### config.mk
export PLATFORM = sky130hd
export DESIGN_NAME = por_strap_seq
export DESIGN_NICKNAME = d
export VERILOG_FILES = /design/src/rtl/por_pkg.sv /design/src/rtl/por_us_timer.sv /design/src/rtl/por_seq_fsm.sv /design/src/rtl/por_strap_drive.sv /design/src/rtl/por_soft_pulse.sv /design/src/rtl/por_strap_seq.sv
export SDC_FILE = /design/constraint.sdc
export NUM_CORES = 1
export LEC_CHECK = 0
export ABC_AREA = 1
export CORE_MARGIN = 2
export CORE_UTILIZATION = 51
export CTS_CLUSTER_SIZE = 12
export DETAILED_ROUTE_END_ITERATION = 6
export PLACE_DENSITY = 0.83
export SKIP_CTS_REPAIR_TIMING = 1
export SLEW_MARGIN = 10
export SYNTH_ARGS = -nofsm -noshare
export SYNTH_HDL_FRONTEND = slang
export SYNTH_SLANG_ARGS = --single-unit
### constraint.sdc
create_clock -name clk_i -period 4.24 [get_ports clk_i]
set_input_delay 0.636 -clock clk_i [delete_from_list [all_inputs] [get_ports clk_i]]
set_output_delay 0.636 -clock clk_i [all_outputs]
set_load 0.02 [all_outputs]
### src/rtl/por_pkg.sv
// Package: shared state type and helpers for the power-on reset sequencer.
// Assumes: nothing beyond IEEE 1800-2017.
package por_pkg;

    typedef enum logic [2:0] {
        ST_IDLE,
        ST_DRIVE_PLL,
        ST_DRIVE_CFG,
        ST_RELEASE,
        ST_HOLD,
        ST_TRISTATE,
        ST_DONE
    } por_state_e;

    // Larger of two integers, used for derived lengths.
    function automatic int imax(input int a, input int b);
        return (a > b) ? a : b;
    endfunction

endpackage

### src/rtl/por_us_timer.sv
// Module: microsecond timebase. A prescaler divides the clock by CYC_PER_US
// and a counter counts the resulting microsecond ticks. While run_i is high it
// counts; expire_o pulses on the last clock of the US_TARGET-th microsecond.
// Assumes: run_i is held high continuously until expire_o; dropping run_i clears it.
module por_us_timer #(
    parameter int CYC_PER_US = 100,
    parameter int US_TARGET  = 100
) (
    input  logic clk_i,
    input  logic rst_ni,
    input  logic run_i,
    output logic expire_o
);
    localparam int PRE_W = $clog2(CYC_PER_US + 1);
    localparam int US_W  = $clog2(US_TARGET + 1);

    logic [PRE_W-1:0] pre_q;
    logic [US_W-1:0]  us_q;
    logic             tick;

    // Tick on the last clock of every microsecond.
    always_comb begin
        tick = run_i && (pre_q == PRE_W'(CYC_PER_US - 1));
    end

    // Prescaler and microsecond counter, cleared whenever the timer is idle.
    always_ff @(posedge clk_i) begin
        if (!rst_ni || !run_i) begin
            pre_q <= '0;
            us_q  <= '0;
        end else if (tick) begin
            pre_q <= '0;
            us_q  <= us_q + US_W'(1);
        end else begin
            pre_q <= pre_q + PRE_W'(1);
        end
    end

    // Expiry when the final microsecond completes.
    always_comb begin
        expire_o = tick && (us_q == US_W'(US_TARGET - 1));
    end

endmodule

### src/rtl/por_seq_fsm.sv
// Module: sequencing state machine. It walks IDLE, DRIVE_PLL, DRIVE_CFG,
// RELEASE, HOLD, TRISTATE, DONE. DRIVE_PLL ends on the microsecond timer;
// DRIVE_CFG and HOLD are counted in clocks. Low power-good returns it to IDLE.
// Assumes: pwr_good_i is synchronous to clk_i; OE_DROP_CLKS >= 2; CFG_SETUP_CLKS >= 1.
module por_seq_fsm
    import por_pkg::*;
#(
    parameter int CFG_SETUP_CLKS = 4,
    parameter int OE_DROP_CLKS   = 3
) (
    input  logic       clk_i,
    input  logic       rst_ni,
    input  logic       pwr_good_i,
    input  logic       pll_wait_done_i,
    output por_state_e state_o,
    output logic       start_o
);
    localparam int HOLD_LEN = OE_DROP_CLKS - 1;
    localparam int CNT_MAX  = imax(CFG_SETUP_CLKS, imax(HOLD_LEN, 1));
    localparam int CNT_W    = $clog2(CNT_MAX + 1);

    por_state_e       state_q, state_d;
    logic [CNT_W-1:0] cnt_q;
    logic             cfg_last, hold_last;

    // End-of-phase detects for the clock-counted phases.
    always_comb begin
        cfg_last  = (cnt_q == CNT_W'(CFG_SETUP_CLKS - 1));
        hold_last = (cnt_q == CNT_W'(HOLD_LEN - 1));
    end

    // Next-state decision, with power loss taking priority.
    always_comb begin
        state_d = state_q;
        unique case (state_q)
            ST_IDLE:      if (pwr_good_i)      state_d = ST_DRIVE_PLL;
            ST_DRIVE_PLL: if (pll_wait_done_i) state_d = ST_DRIVE_CFG;
            ST_DRIVE_CFG: if (cfg_last)        state_d = ST_RELEASE;
            ST_RELEASE:   state_d = (HOLD_LEN > 0) ? ST_HOLD : ST_TRISTATE;
            ST_HOLD:      if (hold_last)       state_d = ST_TRISTATE;
            ST_TRISTATE:  state_d = ST_DONE;
            ST_DONE:      state_d = ST_DONE;
            default:      state_d = ST_IDLE;
        endcase
        if (!pwr_good_i) begin
            state_d = ST_IDLE;
        end
    end

    // State register and in-phase clock counter.
    always_ff @(posedge clk_i) begin
        if (!rst_ni) begin
            state_q <= ST_IDLE;
            cnt_q   <= '0;
        end else begin
            state_q <= state_d;
            if (state_d != state_q) begin
                cnt_q <= '0;
            end else if (state_q == ST_DRIVE_CFG || state_q == ST_HOLD) begin
                cnt_q <= cnt_q + CNT_W'(1);
            end
        end
    end

    // Outputs: current state and the capture strobe for the strap word.
    always_comb begin
        state_o = state_q;
        start_o = (state_q == ST_IDLE) && pwr_good_i;
    end

endmodule

### src/rtl/por_strap_drive.sv
// Module: strap capture and per-bit enable decode. The strap word is captured
// on the start strobe. PLL bits are enabled from DRIVE_PLL to HOLD and the
// other bits from DRIVE_CFG to HOLD.
// Assumes: PLL group occupies the low PLL_W bits of the bus.
module por_strap_drive
    import por_pkg::*;
#(
    parameter int PLL_W = 4,
    parameter int CFG_W = 12
) (
    input  logic                   clk_i,
    input  logic                   rst_ni,
    input  logic                   latch_i,
    input  logic [PLL_W+CFG_W-1:0] strap_i,
    input  por_state_e             state_i,
    output logic [PLL_W+CFG_W-1:0] val_o,
    output logic [PLL_W+CFG_W-1:0] oe_o
);
    localparam int STRAP_W = PLL_W + CFG_W;

    logic [STRAP_W-1:0] val_q;
    logic               pll_on, cfg_on;

    // Capture register for the strap word.
    always_ff @(posedge clk_i) begin
        if (!rst_ni) begin
            val_q <= '0;
        end else if (latch_i) begin
            val_q <= strap_i;
        end
    end

    // Group enables decoded from the sequencer state.
    always_comb begin
        cfg_on = (state_i == ST_DRIVE_CFG) || (state_i == ST_RELEASE) ||
                 (state_i == ST_HOLD);
        pll_on = cfg_on || (state_i == ST_DRIVE_PLL);
    end

    // Per-bit enable: group chosen by bit position.
    for (genvar i = 0; i < STRAP_W; i++) begin : g_oe
        if (i < PLL_W) begin : g_pll
            assign oe_o[i] = pll_on;
        end else begin : g_cfg
            assign oe_o[i] = cfg_on;
        end
    end

    assign val_o = val_q;

endmodule

### src/rtl/por_soft_pulse.sv
// Module: one soft reset channel. A request sampled while armed and idle
// starts a low pulse of exactly PULSE_CLKS clocks; requests during a pulse
// are dropped. A running pulse finishes even if the arm is withdrawn.
// Assumes: PULSE_CLKS >= 1.
module por_soft_pulse #(
    parameter int PULSE_CLKS = 3
) (
    input  logic clk_i,
    input  logic rst_ni,
    input  logic arm_i,
    input  logic req_i,
    output logic srst_no
);
    localparam int CW = $clog2(PULSE_CLKS + 1);

    logic [CW-1:0] cnt_q;

    // Pulse length down-counter.
    always_ff @(posedge clk_i) begin
        if (!rst_ni) begin
            cnt_q <= '0;
        end else if (cnt_q != '0) begin
            cnt_q <= cnt_q - CW'(1);
        end else if (arm_i && req_i) begin
            cnt_q <= CW'(PULSE_CLKS);
        end
    end

    // Output low while the counter runs.
    assign srst_no = (cnt_q == '0);

endmodule

### src/rtl/por_strap_seq.sv
// Module: top of the power-on reset and strap sequencer. It ties together the
// microsecond timer, state machine, strap driver and soft reset channels.
// Hard reset is gated by power-good so a loss takes effect in the same cycle.
// Assumes: all inputs synchronous to clk_i; straps are tri-stated by the pads
// wherever strap_oe_o is low.
module por_strap_seq
    import por_pkg::*;
#(
    parameter int CYC_PER_US     = 100,
    parameter int HRST_US        = 100,
    parameter int PLL_SETUP_US   = 100,
    parameter int CFG_SETUP_CLKS = 4,
    parameter int OE_DROP_CLKS   = 3,
    parameter int SRST_CLKS      = 3,
    parameter int PLL_W          = 4,
    parameter int CFG_W          = 12,
    parameter int N_SRST         = 2
) (
    input  logic                   clk_i,
    input  logic                   rst_ni,
    input  logic                   pwr_good_i,
    input  logic [N_SRST-1:0]      soft_req_i,
    input  logic [PLL_W+CFG_W-1:0] strap_i,
    output logic                   hrst_no,
    output logic [N_SRST-1:0]      srst_no,
    output logic [PLL_W+CFG_W-1:0] strap_val_o,
    output logic [PLL_W+CFG_W-1:0] strap_oe_o,
    output logic                   done_o
);
    localparam int STRAP_W = PLL_W + CFG_W;
    localparam int US_WAIT = imax(HRST_US, PLL_SETUP_US);

    por_state_e state;
    logic       start, pll_wait_done, timer_run, hrst_off, in_done;

    // Timer runs only while the PLL straps are being set up.
    always_comb begin
        timer_run = (state == ST_DRIVE_PLL);
    end

    por_us_timer #(
        .CYC_PER_US (CYC_PER_US),
        .US_TARGET  (US_WAIT)
    ) u_timer (
        .clk_i    (clk_i),
        .rst_ni   (rst_ni),
        .run_i    (timer_run),
        .expire_o (pll_wait_done)
    );

    por_seq_fsm #(
        .CFG_SETUP_CLKS (CFG_SETUP_CLKS),
        .OE_DROP_CLKS   (OE_DROP_CLKS)
    ) u_fsm (
        .clk_i           (clk_i),
        .rst_ni          (rst_ni),
        .pwr_good_i      (pwr_good_i),
        .pll_wait_done_i (pll_wait_done),
        .state_o         (state),
        .start_o         (start)
    );

    por_strap_drive #(
        .PLL_W (PLL_W),
        .CFG_W (CFG_W)
    ) u_drive (
        .clk_i   (clk_i),
        .rst_ni  (rst_ni),
        .latch_i (start),
        .strap_i (strap_i),
        .state_i (state),
        .val_o   (strap_val_o),
        .oe_o    (strap_oe_o)
    );

    // Hard reset release phases and completion decode.
    always_comb begin
        hrst_off = (state == ST_RELEASE) || (state == ST_HOLD) ||
                   (state == ST_TRISTATE) || (state == ST_DONE);
        in_done  = (state == ST_DONE);
    end

    // One pulse generator per soft reset output.
    for (genvar c = 0; c < N_SRST; c++) begin : g_srst
        por_soft_pulse #(
            .PULSE_CLKS (SRST_CLKS)
        ) u_pulse (
            .clk_i   (clk_i),
            .rst_ni  (rst_ni),
            .arm_i   (in_done),
            .req_i   (soft_req_i[c]),
            .srst_no (srst_no[c])
        );
    end

    // Outputs: hard reset gated by power-good, completion flag.
    always_comb begin
        hrst_no = hrst_off && pwr_good_i;
        done_o  = in_done;
    end

    logic [STRAP_W-1:0] unused_w;
    assign unused_w = '0;

endmodule

==> qor.yml, run 1 <==
insertion_delay_ns: 0.29
synth_top_cell_by_area: "dfxtp_1"
detail_route.wl_per_cell_um: 10.53
p_int_w: 0.0006435
crit_fanout: 12
cts_buffer_depth: 2
avgSynthCellArea_um2: 7.276
post-route-cell-area_mm2: 0.002531
first_global_vias: 1630
root_buffer: "clkbuf_8"
worst_pin_slew_ns: 0.5035
layout_min_cycle_time_ns: 2.839
fin_nets: 340
ys_types: 29
detail-route-antenna-nets: 0
clkPwrFrac_pct: 28.8
insertedDiodeCount: 0
synth_top_area_share_pct: 40.61
slew_viol_final: 0
yosysSeqAreaShare_pct: 40.61
synthAdderAreaFrac_pct: 4.442
hold_violations: 0
netlist_instances: 271
rsz0062_at_grt: "no"
synth_top_family_by_area: "simple AND/OR/NAND/NOR gates"
critPathBufInv: 3
place_congestion: 0.8965
synth_ff_type: "dfxtp_1"
drc: 0
dieArea_mm2: 0.004380
place_ws_ns: 1.453
worstSetupPathType: "reg -> out"
swShare_pct: 29.08
rows: 22
antenna_found_initial: 0
ir_drop_mv: 0.3293
layout-drive-gt1-share_pct: 6.070
grt_max_degree: 20
pwr-share-seq_pct: 46.7
synth_nets: 299
htreeDepth: 2
fill_cells: 338
initial_core_util_pct: 53.46
finalSetupViolCount: 0
drt-total-wl_um: 3803
syn_area_mm2: 0.001972
relSlewSlack_pct: 66.33
clock_skew_ns: 0.002792
grt_overflow: 0
core_mm2: 0.003689
path_clk_slew_ns: 0.07
worst_ep_arrival_time_ns: 2.20
fin_ws_ns: 1.401
synth_mux_area_share_pct: 0
viasPerCell: 4.704
io-pin-count: 57
fmax_mhz: 352.2
cpLargestDelayFamily: "buffers and inverters"
p_sw_w: 0.0002638
synth_compound_area_share_pct: 10.66
die_height_um: 66.18
synth_xor_area_share_pct: 1.332
p_leak_nw: 1.035
post_synth_and_or_nand_nor_area_fraction_pct: 27.66
synth_area_leaders: "dfxtp_1 41%, nor2_1 11%, buf_4 7.2%"
cts-buffers-inserted: 5
synth_edf_count: 0
cts_tree: "yes"
cp_slowest_cell: "clkdlybuf4s50_1"
slowest_delay_ns: 0.68
timing.setup.tns_ns: 0
syn_to_final_growth_pct: 28.36
drv_cap: 0
endpoint_kind: "primary output"
power_frac_comb_pct: 24.6
yosys_warnings: 0
dp_hpwl_um: 2841
p_per_area_mw_per_mm2: 358.5
grt_pass1_wl_um: 6644
track_usage_pct: 19.47
die_x_um: 66.18
final.period_utilization_pct: 66.96
yosysMostFrequentCell: "nor2_1"
ys_ff_latch: 40
final_util_pct: 68.62
hold_ws_ns: 0.4577
io_buffers: 56
startpoint_type: "flop"
place_area_mm2: 0.002437
cp_data_required_time_ns: 3.60
drt-pass1-iter-count: 4
worstHoldPathType: "reg -> reg"
worstPathCellList: "nand2_1, nor2_1, inv_1, nand2_1, inv_1, nand2_1, clkdlybuf4s50_1"
async_reset_ff_share_pct: 0
run_status: "completed"
synthTopCellsByCount: "57 x nor2_1, 40 x dfxtp_1, 35 x inv_1, 35 x nand2_1, 27 x o21ai_0"
clock-sinks: 40
dr_total_vias: 1698
initialDrtViolationCount: 79
cpMostUsedCell: "nand2_1"
per-layer routing:
metal  part of all wire, %  wire (µm)  global-route usage [%]  up-vias
li1                      -          -                       -      912
met1                    45       1696                   23.01      735
met2                    47       1769                   31.62       41
met3                   6.6        251                   7.496       10
met4                   2.3         87                   7.653        0
met5                     0          0                       0        -
placed cells by master, fill, tap and decap left out, types with 6 or more instances in the layout:
cell type,n
a21oi_1,9
clkbuf_8,6
clkdlybuf4s50_1,56
dfxtp_1,40
ha_1,7
inv_1,35
nand2_1,35
nand3_1,8
nor2_1,57
o21ai_0,27
worst register-to-register path, delay by kind of cell, from the launching register on:
family          cells  cell delay [ns]
flops               1             0.36
simple gates        7             0.70
buf+inv             1             0.05
compound gates      1             0.21
fa+ha+maj           1             0.19
final cells by class:
| class | count | area [µm²] | share of cell area [%] |
|---|---|---|---|
| Inverter | 39 | 146.4 | 5.783 |
| Sequential cell | 40 | 800.8 | 31.64 |
| Clock inverter | 1 | 7.507 | 0.2966 |
| Tap cell | 48 | 60.06 | 2.373 |
| Timing Repair Buffer | 56 | 560.5 | 22.15 |
| Multi-Input combinational cell | 170 | 869.6 | 34.35 |
| Clock buffer | 7 | 86.33 | 3.411 |
path summary, 6_finish.rpt:
path                                    endpoint  cells after the start        startpoint  slack, ns
worst max register to register    u_fsm.cnt_q[2]                     10  u_timer.pre_q[0]       2.63
worst min-delay path            u_timer.pre_q[0]                      1  u_timer.pre_q[0]       0.46
worst max-delay path              strap_oe_o[11]                      7  u_fsm.state_o[1]       1.40
worst min register to register  u_timer.pre_q[0]                      1  u_timer.pre_q[0]       0.46
sequential cells by signal, summed over array words and instances (netlist names):
signal                flops
u_fsm.cnt_q               3
u_timer.pre_q             7
u_timer.us_q              7
u_drive.val_o            16
u_fsm.state_o             3
g_srst.u_pulse.cnt_q      4
cell families after synthesis:
family	count (synthesis)
AO/OA/AOI/OAI	41
XOR/XNOR	3
adder cells (fa/ha/maj)	7
buffers and inverters	61
flip-flops	40
AND/OR/NAND/NOR	119
power by group through the flow:
stage                     Sequential (W)  Combinational [W]  Clock (W)
after floorplan                 0.000445           0.000138          0
after global placement          0.000431           0.000218          0
after detailed placement        0.000431           0.000222          0
after CTS                       0.000423           0.000225   0.000268
after global routing            0.000428           0.000249   0.000285
final                           0.000423           0.000223   0.000261
stage by stage:
step	cells	total power, W
finish	361	0.0009073
global placement	353	0.0006484
floorplan	271	0.0005831
detailed placement	353	0.0006538
CTS	361	0.0009163
global route	361	0.0009613
Note: power is estimated with default switching activity, not from simulation.
==> run 2: changes to the inputs <==
- CORE_UTILIZATION: 51 -> 42
- PLACE_DENSITY: 0.83 -> 0.73
- clock period: 4.24 -> 2.6 ns (I/O delays scaled with it)
==> run 2 against run 1 <==
  * Global-route usage decreased by 4.3 points
  * Cell count increased by 1.7%
  * Sequential cell count unchanged
  * Die area increased by 20%
==> qor.yml, run 2 (synthesis results as in run 1) <==
run_status: "completed"
cts_tree: "yes"
whs_path_depth: 1  # unchanged
finalPower_w: 0.001468  # +62%
worst_ep_arrival_time_ns: 2.03  # -0.17 ns
fill_cells: 416  # +23%
dr_total_vias: 1687  # -0.65%
rr_startpoint: "u_timer.pre_q[0]"
final_util_pct: 57.49  # -11 points
finalSetupViolCount: 0  # unchanged
path_clk_slew_ns: 0.07  # about the same
grt_max_degree: 19  # -5.0%
drc: 0  # unchanged
clock_skew_ns: 0.003775  # +0.0009835 ns
worst_pin_slew_ns: 0.3001  # -0.2034 ns
reg2reg_depth: 10  # unchanged
io_buffers: 56  # unchanged
htreeDepth: 2  # unchanged
slowest_delay_ns: 0.64  # -0.04 ns
dp_hpwl_um: 2769  # -2.5%
first_global_vias: 1571  # -3.6%
core_mm2: 0.004444  # +20%
worstPathCellList: "nand2_1, nor2_1, inv_1, nand2_1, inv_1, nand2_2, clkdlybuf4s50_1"
insertion_delay_ns: 0.28  # about the same
crit_end: "strap_oe_o[4]"
crit_cells: 7  # unchanged
syn_to_final_growth_pct: 29.57
cp_slowest_cell: "clkdlybuf4s50_1"
rows: 24  # +9.1%
final_cell_mix: "56 x nor2_1, 55 x clkdlybuf4s50_1, 40 x dfxtp_1"
p_leak_nw: 1.064  # +2.9%
largest_register_ffs: 16  # unchanged
fin_nets: 342  # +0.59%
p_per_area_mw_per_mm2: 574.4  # +60%
reg2reg_slack_ns: 1.06  # -1.57 ns
slew_viol_final: 0  # unchanged
dp_cells: 359  # +1.7%
place_congestion: 0.8517  # -5.0%
drv_cap: 0  # unchanged
initialDrtViolationCount: 74  # -6.3%
drt-pass1-iter-count: 4  # unchanged
relSlewSlack_pct: 79.97  # +14 points
critPathBufInv: 3  # unchanged
hold_violations: 0  # unchanged
track_usage_pct: 15.20  # -4.3 points
layout_min_cycle_time_ns: 2.418
cts-buffers-inserted: 5  # unchanged
final.period_utilization_pct: 92.99
grt_pass1_wl_um: 6368  # -4.2%
fin_cells: 367  # +1.7%
die_x_um: 72.52  # +9.6%
die_height_um: 72.52  # +9.6%
final_common_cell: "nor2_1"
dieArea_mm2: 0.005259  # +20%
cts_buffer_depth: 2  # unchanged
hp-start: "u_timer.pre_q[0]"
fmax_mhz: 413.6
hold_ws_ns: 0.4478  # -0.009938 ns
viasPerCell: 4.597  # -2.3%
detail_route.wl_per_cell_um: 9.924  # -5.8%
clock-sinks: 40  # unchanged
detail-route-antenna-nets: 0  # unchanged
root_buffer: "clkbuf_8"
cp_data_required_time_ns: 2.21  # -1.39 ns
r2r_end: "u_fsm.cnt_q[2]"
worstSetupPathType: "reg -> out"
critPathLaunch: "u_fsm.state_o[1]"
grt_overflow: 0  # unchanged
io-pin-count: 57  # unchanged
drt-total-wl_um: 3642  # -4.2%
insertedDiodeCount: 0  # unchanged
worstHoldPathType: "reg -> reg"
initial_core_util_pct: 44.37  # -9.1 points
endpoint_kind: "primary output"
cpLargestDelayFamily: "buffers and inverters"
antenna_found_initial: 0  # unchanged
layout-drive-gt1-share_pct: 6.984  # +0.91 points
ir_drop_mv: 0.3868  # +17%
startpoint_type: "flop"
timing.setup.tns_ns: 0  # unchanged
rsz0062_at_grt: "no"
crit_fanout: 12  # unchanged
==> run 2: cell count changes in the layout (fill, tap and decap cells not counted) <==
cell | previous run | this run
buf_4 | 0 | 2
clkbuf_1 | 1 | 2
clkdlybuf4s50_1 | 56 | 55
clkinvlp_4 | 1 | 0
dlymetal6s2s_1 | 0 | 1
nand2_1 | 35 | 34
nand2_2 | 0 | 1
nor2_1 | 57 | 56
nor2_2 | 1 | 2
==> run 2: worst min-delay path by stage <==
stage,to
2_1_floorplan,u_timer.pre_q[0]
3_3_place_gp,u_timer.pre_q[0]
3_5_place_dp,u_timer.pre_q[0]
4_1_cts,u_timer.pre_q[0]
5_1_grt,u_timer.pre_q[0]
6_report,u_timer.pre_q[0]
==> run 2: area by class of cell <==
class | instances | area (µm²) | share of cell area (%)
Multi-Input combinational cell | 170 | 874.6 | 34.23
Sequential cell | 40 | 800.8 | 31.34
Timing Repair Buffer | 58 | 578.1 | 22.62
Tap cell | 52 | 65.06 | 2.547
Clock buffer | 8 | 90.09 | 3.526
Inverter | 39 | 146.4 | 5.730
==> run 2: power by group <==
| part | internal, W | total [W] | switching [W] |
|---|---|---|---|
| logic | 0.000170 | 0.000364 | 0.000194 |
| registers | 0.000666 | 0.000690 | 0.0000237 |
| clock network | 0.000216 | 0.000413 | 0.000197 |
==> run 2: per-stage QoR <==
| stage | area, µm² | setup slack (ns) |
|---|---|---|
| global route | 2555 | 0.0008848 |
| floorplan | 1972 | 0.9786 |
| detailed placement | 2457 | 0.3509 |
| global placement | 2457 | 0.4316 |
| CTS | 2547 | 0.01512 |
| finish | 2555 | 0.1823 |
==> run 2: routing by layer <==
metal  routed length (µm)  track usage, %  up-vias
met2                 1646           25.05       48
met3                  322           6.111        2
met5                    0               0        -
li1                     -               -      910
met4                   30           6.584        0
met1                 1643           17.36      727
